===== config.mk =====
export PLATFORM = sky130hd
export DESIGN_NAME = simt_branch_seq
export DESIGN_NICKNAME = d
export VERILOG_FILES = /design/src/rtl/simt_pkg.sv /design/src/rtl/simt_vote.sv /design/src/rtl/simt_recon_stack.sv /design/src/rtl/simt_branch_seq.sv
export SDC_FILE = /design/constraint.sdc
export NUM_CORES = 1
export LEC_CHECK = 0
export CORE_MARGIN = 10
export CORE_UTILIZATION = 64
export CTS_BUF_LIST = sky130_fd_sc_hd__clkbuf_8
export DETAILED_ROUTE_END_ITERATION = 8
export GPL_TIMING_DRIVEN = 1
export PLACE_DENSITY = 0.88
export SLEW_MARGIN = 20
export SYNTH_ARGS = -nofsm -noshare
export SYNTH_HDL_FRONTEND = slang
export SYNTH_SLANG_ARGS = --single-unit

===== constraint.sdc =====
create_clock -name clk_i -period 7.2 [get_ports clk_i]
set_clock_uncertainty 0.2 [all_clocks]
set_input_delay 1.44 -clock clk_i [delete_from_list [all_inputs] [get_ports clk_i]]
set_output_delay 1.44 -clock clk_i [all_outputs]
set_load 0.02 [all_outputs]

===== src/rtl/simt_pkg.sv =====
package simt_pkg;
  typedef enum logic {PH_A = 1'b0, PH_B = 1'b1} phase_e;
endpackage


===== src/rtl/simt_vote.sv =====
module simt_vote #(
  parameter int LANES = 32
) (
  input  logic [LANES-1:0] pred_i,
  input  logic [LANES-1:0] active_i,
  output logic [LANES-1:0] ballot_o,
  output logic             uniform_o
);
  logic [LANES-1:0] taken, not_taken;
  assign taken     = pred_i & active_i;
  assign not_taken = ~pred_i & active_i;
  assign ballot_o  = taken;
  // all active lanes agree when one side is empty
  assign uniform_o = (taken == '0) || (not_taken == '0);
endmodule


===== src/rtl/simt_recon_stack.sv =====
module simt_recon_stack
  import simt_pkg::*;
#(
  parameter int LANES = 32,
  parameter int DEPTH = 4,
  localparam int CW = $clog2(DEPTH + 1)
) (
  input  logic             clk_i,
  input  logic             rst_ni,
  input  logic             push_i,
  input  logic [LANES-1:0] push_saved_i,
  input  logic [LANES-1:0] push_pending_i,
  input  logic             pop_i,
  input  logic             flip_i,
  output logic [LANES-1:0] top_saved_o,
  output logic [LANES-1:0] top_pending_o,
  output phase_e           top_phase_o,
  output logic [CW-1:0]    count_o,
  output logic             full_o,
  output logic             empty_o
);
  logic [CW-1:0]                count_q;
  logic [DEPTH-1:0][LANES-1:0]  saved_flat, pend_flat;
  logic [DEPTH-1:0]             phase_flat;

  for (genvar k = 0; k < DEPTH; k++) begin : g_slot
    logic [LANES-1:0] saved_q, pend_q;
    phase_e           phase_q;
    always_ff @(posedge clk_i or negedge rst_ni) begin
      if (!rst_ni) begin
        saved_q <= '0;
        pend_q  <= '0;
        phase_q <= PH_A;
      end else if (push_i && count_q == CW'(k)) begin
        saved_q <= push_saved_i;
        pend_q  <= push_pending_i;
        phase_q <= PH_A;
      end else if (flip_i && count_q == CW'(k + 1)) begin
        phase_q <= PH_B;
      end
    end
    assign saved_flat[k] = saved_q;
    assign pend_flat[k]  = pend_q;
    assign phase_flat[k] = phase_q;
  end

  always_ff @(posedge clk_i or negedge rst_ni) begin
    if (!rst_ni)                    count_q <= '0;
    else if (push_i && !full_o)     count_q <= count_q + CW'(1);
    else if (pop_i && !empty_o)     count_q <= count_q - CW'(1);
  end

  always_comb begin
    top_saved_o   = '0;
    top_pending_o = '0;
    top_phase_o   = PH_A;
    for (int k = 0; k < DEPTH; k++) begin
      if (count_q == CW'(k + 1)) begin
        top_saved_o   = saved_flat[k];
        top_pending_o = pend_flat[k];
        top_phase_o   = phase_e'(phase_flat[k]);
      end
    end
  end

  assign count_o = count_q;
  assign full_o  = (count_q == CW'(DEPTH));
  assign empty_o = (count_q == '0);
endmodule


===== src/rtl/simt_branch_seq.sv =====
module simt_branch_seq
  import simt_pkg::*;
#(
  parameter int LANES = 32,
  parameter int DEPTH = 4,
  localparam int CW = $clog2(DEPTH + 1)
) (
  input  logic             clk_i,
  input  logic             rst_ni,
  input  logic             branch_i,
  input  logic [LANES-1:0] pred_i,
  input  logic             path_end_i,
  output logic [LANES-1:0] active_mask_o,
  output logic [LANES-1:0] lane_we_o,
  output logic [LANES-1:0] ballot_o,
  output logic             uniform_o,
  output logic [CW-1:0]    depth_o,
  output logic             overflow_o
);
  logic [LANES-1:0] active_q, active_d, ballot;
  logic [LANES-1:0] top_saved, top_pending;
  phase_e           top_phase;
  logic             agree, full, empty;
  logic             do_br, do_end, divergent, push, pop, flip, ovf_q;

  simt_vote #(.LANES(LANES)) u_vote (
    .pred_i   (pred_i),
    .active_i (active_q),
    .ballot_o (ballot),
    .uniform_o(agree)
  );

  // path-end wins over a same-cycle branch
  assign do_end    = path_end_i && !empty;
  assign do_br     = branch_i && !path_end_i;
  assign divergent = do_br && !agree;
  assign push      = divergent && !full;
  assign flip      = do_end && (top_phase == PH_A);
  assign pop       = do_end && (top_phase == PH_B);

  simt_recon_stack #(.LANES(LANES), .DEPTH(DEPTH)) u_stack (
    .clk_i         (clk_i),
    .rst_ni        (rst_ni),
    .push_i        (push),
    .push_saved_i  (active_q),
    .push_pending_i(active_q & ~pred_i),
    .pop_i         (pop),
    .flip_i        (flip),
    .top_saved_o   (top_saved),
    .top_pending_o (top_pending),
    .top_phase_o   (top_phase),
    .count_o       (depth_o),
    .full_o        (full),
    .empty_o       (empty)
  );

  always_comb begin
    active_d = active_q;
    if (push)      active_d = ballot;
    else if (flip) active_d = top_pending;
    else if (pop)  active_d = top_saved;
  end

  always_ff @(posedge clk_i or negedge rst_ni) begin
    if (!rst_ni) begin
      active_q <= '1;
      ovf_q    <= 1'b0;
    end else begin
      active_q <= active_d;
      if (divergent && full) ovf_q <= 1'b1;
    end
  end

  assign active_mask_o = active_q;
  assign lane_we_o     = active_q;
  assign ballot_o      = ballot;
  assign uniform_o     = do_br && agree;
  assign overflow_o    = ovf_q;
endmodule


Word-level counts from Yosys, hierarchy flattened
Index checks and enable logic that the tools add are counted.
{"block": "totals", "reg_bits": 296}
{"block": "classes", "bitwise_logic": 4, "n_addsub": 2, "n_mux": 25, "n_reduce_logical": 32, "eq_ne": 4}
{"op": "two-way mux 32 bit", "count": 11}
{"op": "bitwise AND 32 bit", "count": 2}
{"op": "zero test 32 bit", "count": 2}
{"op": "inverter 32 bit", "count": 1}
{"op": "logical AND 1 bit", "count": 18}
{"op": "two-way mux 1 bit", "count": 12}
{"op": "nonzero test 2 bit", "count": 5}
{"op": "equality test 3 x 2 -> 1 bit, second input constant", "count": 2}
{"op": "two-way mux 3 bit", "count": 2}
{"op": "zero test 1 bit", "count": 4}
{"op": "adder 3 x 1 -> 3 bit, second input constant", "count": 1}
{"op": "equality test 3 x 1 -> 1 bit, second input constant", "count": 1}
{"op": "equality test 3 bit, second input constant", "count": 1}
{"op": "zero test 3 bit", "count": 1}
{"op": "nonzero test 3 bit", "count": 1}
{"op": "subtractor 3 x 1 -> 3 bit, second input constant", "count": 1}
{"op": "logical OR 1 bit", "count": 1}
{"op": "inverter 1 bit", "count": 1}

Logic depth before layout (Yosys ltp)
{"block": "depth", "word_depth": 10, "mapped_depth": 11, "mapped_depth_nobuf": 8}

Cells and area by module
A second synthesis with hierarchy kept.
{"block": "unflattened", "hier_cells": 1269, "area_unflattened_um2": 14968.1}
{"module": "simt_recon_stack", "cells_per_inst": 889, "area_per_inst_um2": 11624.9, "seq_area_each_um2": 6581.3, "n_inst": 1}
{"module": "simt_branch_seq", "cells_per_inst": 295, "area_per_inst_um2": 2802.7, "seq_area_each_um2": 865.8, "n_inst": 1}
{"module": "simt_vote", "cells_per_inst": 85, "area_per_inst_um2": 540.5, "seq_area_each_um2": 0.0, "n_inst": 1}

Worst setup path after synthesis
OpenSTA, ideal clock, no wires.
{"block": "synth_path", "kind": "input to output", "startpoint": "input port pred_i[4]", "endpoint": "output port uniform_o", "path_slack_ns": 2.430, "required_time_ns": 5.560, "cell_stages": 6, "arrival_time_ns": 3.130, "path_cell_list": "and2_1 -> or4b_1 -> nor4_1 -> o2bb2a_2 -> buf_6 -> nor2_1"}
{"block": "synth_via", "elab_chain_len": 5, "word_cells_on_any_way": 7, "classes_between": "bitwise (3); reduce/logical (4)"}
{"element": "from (decl)", "line": "simt_branch_seq.sv:11", "source": "input logic [LANES-1:0] pred_i,"}
{"element": "inverter 32 bit", "line": "simt_vote.sv:11", "source": "assign not_taken = ~pred_i & active_i;"}
{"element": "bitwise AND 32 bit", "line": "simt_vote.sv:11"}
{"element": "zero test 32 bit", "line": "simt_vote.sv:14", "source": "assign uniform_o = (taken == '0) || (not_taken == '0);"}
{"element": "logical OR 1 bit (*)", "line": "simt_vote.sv:14"}
{"element": "logical AND 1 bit (*)", "line": "simt_branch_seq.sv:77", "source": "assign uniform_o = do_br && agree;"}
{"element": "to (decl)", "line": "simt_branch_seq.sv:16", "source": "output logic uniform_o,"}
Mark *: on every way between the ends. The rest lies on a longest branch, timed or not.

Final worst setup path
{"block": "layout_path", "startpoint": "input port pred_i[7]", "endpoint": "output port uniform_o"}
The elaborated chain is that of the path after synthesis.

==> out/qor.yml <==
start_util_pct: 65.04
grtUsageTotal_pct: 26.03
fin_hold_ws_ps: 285.6
peakVddDrop_mv: 0.2278
hold_class: "reg -> reg"
postLayoutCellArea_um2: 16410
slew_viol_final: 0
totalWireLength_mm: 37.50
preCtsSetupSlack_ps: 1171
first_global_vias: 10618
syn_to_final_growth_pct: 15.99
crit_type: "in -> out"
layout-drive-gt1-share_pct: 24.80
p_total_mw: 7.099
period_minus_slack_ps: 6087
rsz0062_at_grt: "no"
worstMarginPinSlew_ps: 1128
antenna_found_initial: 1
num_vias: 10219
synth-edff-count: 0
route.detailed.drc: 0
rr_endpoint: "active_mask_o[24]"
whs_endpoint: "u_stack.g_slot[0].phase_q"
netlist_area_um2: 14150
rr_worst_depth: 10
yosys_warnings: 0
worstPathArrival_ps: 4450
cp.required_ps: 5560
ctsHoldBuffers: 0
insertion_delay_ps: 570
grt_first_pass_wirelength_mm: 59.92
setup_viol: 0
r2r_start: "u_stack.count_o[2]"
worst_setup_path_start_kind: "input pin"
fmax_ghz: 0.1643
gp_congestion: 0.8323
viasPerCell: 6.576
status: "finished clean"
ys_seq_area_share_pct: 52.63
synth_ff_type: "dfrtp_1"
nFillCells: 1356
cts_resized: 0
p_leak_nw: 7.492
fin_ws_ps: 1113
nets: 1276
tns_ps: 0
min_from: "u_stack.g_slot[0].phase_q"
synth_nets: 1184
rows: 54
synth-seq-cells: 296
num_antenna_cells: 0
cts_tree: "done"
synth_cells: 1142
dpl_cell_area_um2: 15300
worst-path-max-fanout: 12
io_buffers: 136
firstDrtPassIters: 5
cp-end-kind: "primary output"
clkTransAtPathRegs_ps: 60
drv_cap: 0
overflow: 0
cts_inserted_buffers: 48
timing.hold.worst_path_depth: 1
grt_max_degree: 184
hold_viol: 0
die-width_um: 168.7
core_um2: 21760
hpwl_mm: 22.21
die_area_um2: 28460
powerDensity_nw_per_um2: 432.5
synthArstFlopShare_pct: 100.0
htree_levels: 2
slew_headroom_pct: 24.80
cts_setup_buffers: 0
postRouteAntennaNets: 0
fin_crit_sh_pct: 84.54
root_buffer: "clkbuf_8"
r2r_slack_ps: 2890
max-clock-path-buffers: 3
synth.distinct_cells: 51
clock_sinks: 296
io_pins: 137
wire_per_inst_um: 24.13
avgSynthCellArea_um2: 12.39
drt-initial-drc-count: 1098
die_h_um: 168.7
==> where the power goes <==
part	internal (mW)	switching, mW
clock	0.947	0.684
sequential	2.33	0.481
combinational	1.18	1.48
total	4.46	2.64
==> area by class of cell <==
class                           count  area, um2  area share [%]
Tap cell                          280      350.3           2.134
Timing Repair Buffer              156       1529           9.315
Inverter                           15      56.30          0.3430
Clock inverter                     22      178.9           1.090
Multi-Input combinational cell    717       5916           36.04
Sequential cell                   296       7447           45.37
Clock buffer                       68      935.9           5.702
==> cell families after synthesis <==
kind of cell	share of synthesized area [%]
AO/OA/AOI/OAI	12.20
multiplexers	20.44
AND/OR/NAND/NOR	8.232
flip-flops	52.63
buffers and inverters	5.844
XOR/XNOR	0.1238
adder cells (fa/ha/maj)	0.5305
==> registers in the layout, indices dropped and copies added, names as in the netlist <==
register                count
active_mask_o              32
overflow_o                  1
u_stack.count_o             3
u_stack.g_slot.pend_q     128
u_stack.g_slot.phase_q      4
u_stack.g_slot.saved_q    128
==> Yosys cell counts, drive strengths merged (3+ instances only) <==
cell / number / area, um2
nand2b: 3 / 18.77
and2: 29 / 181.4
nand4: 4 / 31.28
a221oi: 64 / 560.5
a31oi: 3 / 18.77
ha: 6 / 75.07
o221ai: 5 / 43.79
o221a: 27 / 304.0
nor4: 15 / 93.84
clkbuf: 49 / 183.9
buf: 65 / 586.8
o31ai: 5 / 37.54
nand3: 3 / 32.53
nand2: 43 / 161.4
nor3: 33 / 165.2
or4: 3 / 22.52
nor2: 40 / 150.1
a21oi: 32 / 160.2
inv: 15 / 56.30
o21ai: 59 / 295.3
dfstp: 32 / 840.8
dfrtp: 264 / 6606
nor2b: 34 / 212.7
a22oi: 27 / 202.7
or4b: 4 / 40.04
mux2: 256 / 2883
==> worst max-delay path: stages <==
cell and delay [ps]:
clkdlybuf4s50_1 440, and2_1 210, or4_1 650, nor4_1 530, o2bb2a_2 410, nor2_1 140, clkdlybuf4s50_1 610
==> worst max path at each step <==
stage / start / to / cells past startpoint
after detailed placement: pred_i[7] / uniform_o / 7
after global routing: pred_i[7] / uniform_o / 7
after floorplan: pred_i[4] / uniform_o / 6
after CTS: pred_i[7] / uniform_o / 7
final: pred_i[7] / uniform_o / 7
after global placement: pred_i[7] / uniform_o / 7
==> metrics by stage <==
step | instances | util [%]
after floorplan | 1142 | -
after global placement | 1464 | 70.32
after detailed placement | 1464 | 70.32
after CTS | 1554 | 75.44
after global routing | 1554 | 75.44
final | 1554 | 75.44
==> layer usage <==
| metal | GRT usage, % | part of all wire (%) | up-vias |
|---|---|---|---|
| met5 | 0 | 0 | - |
| met4 | 9.576 | 2.5 | 0 |
| met3 | 5.442 | 9.0 | 78 |
| met2 | 42.19 | 48 | 495 |
| met1 | 33.85 | 40 | 5242 |
| li1 | - | - | 4404 |
==> cell usage in the layout, fill, tap and decap left out, types with 33 or more instances in the layout <==
cell and instances:
a221oi_1 64, clkbuf_8 68, clkdlybuf4s50_1 135, dfrtp_1 264, mux2_1 113, mux2_2 143
nand2_1 43, nor2_1 40, nor2b_1 33, nor3_1 33, o21ai_0 59
Power figures use the tool's default switching activity.
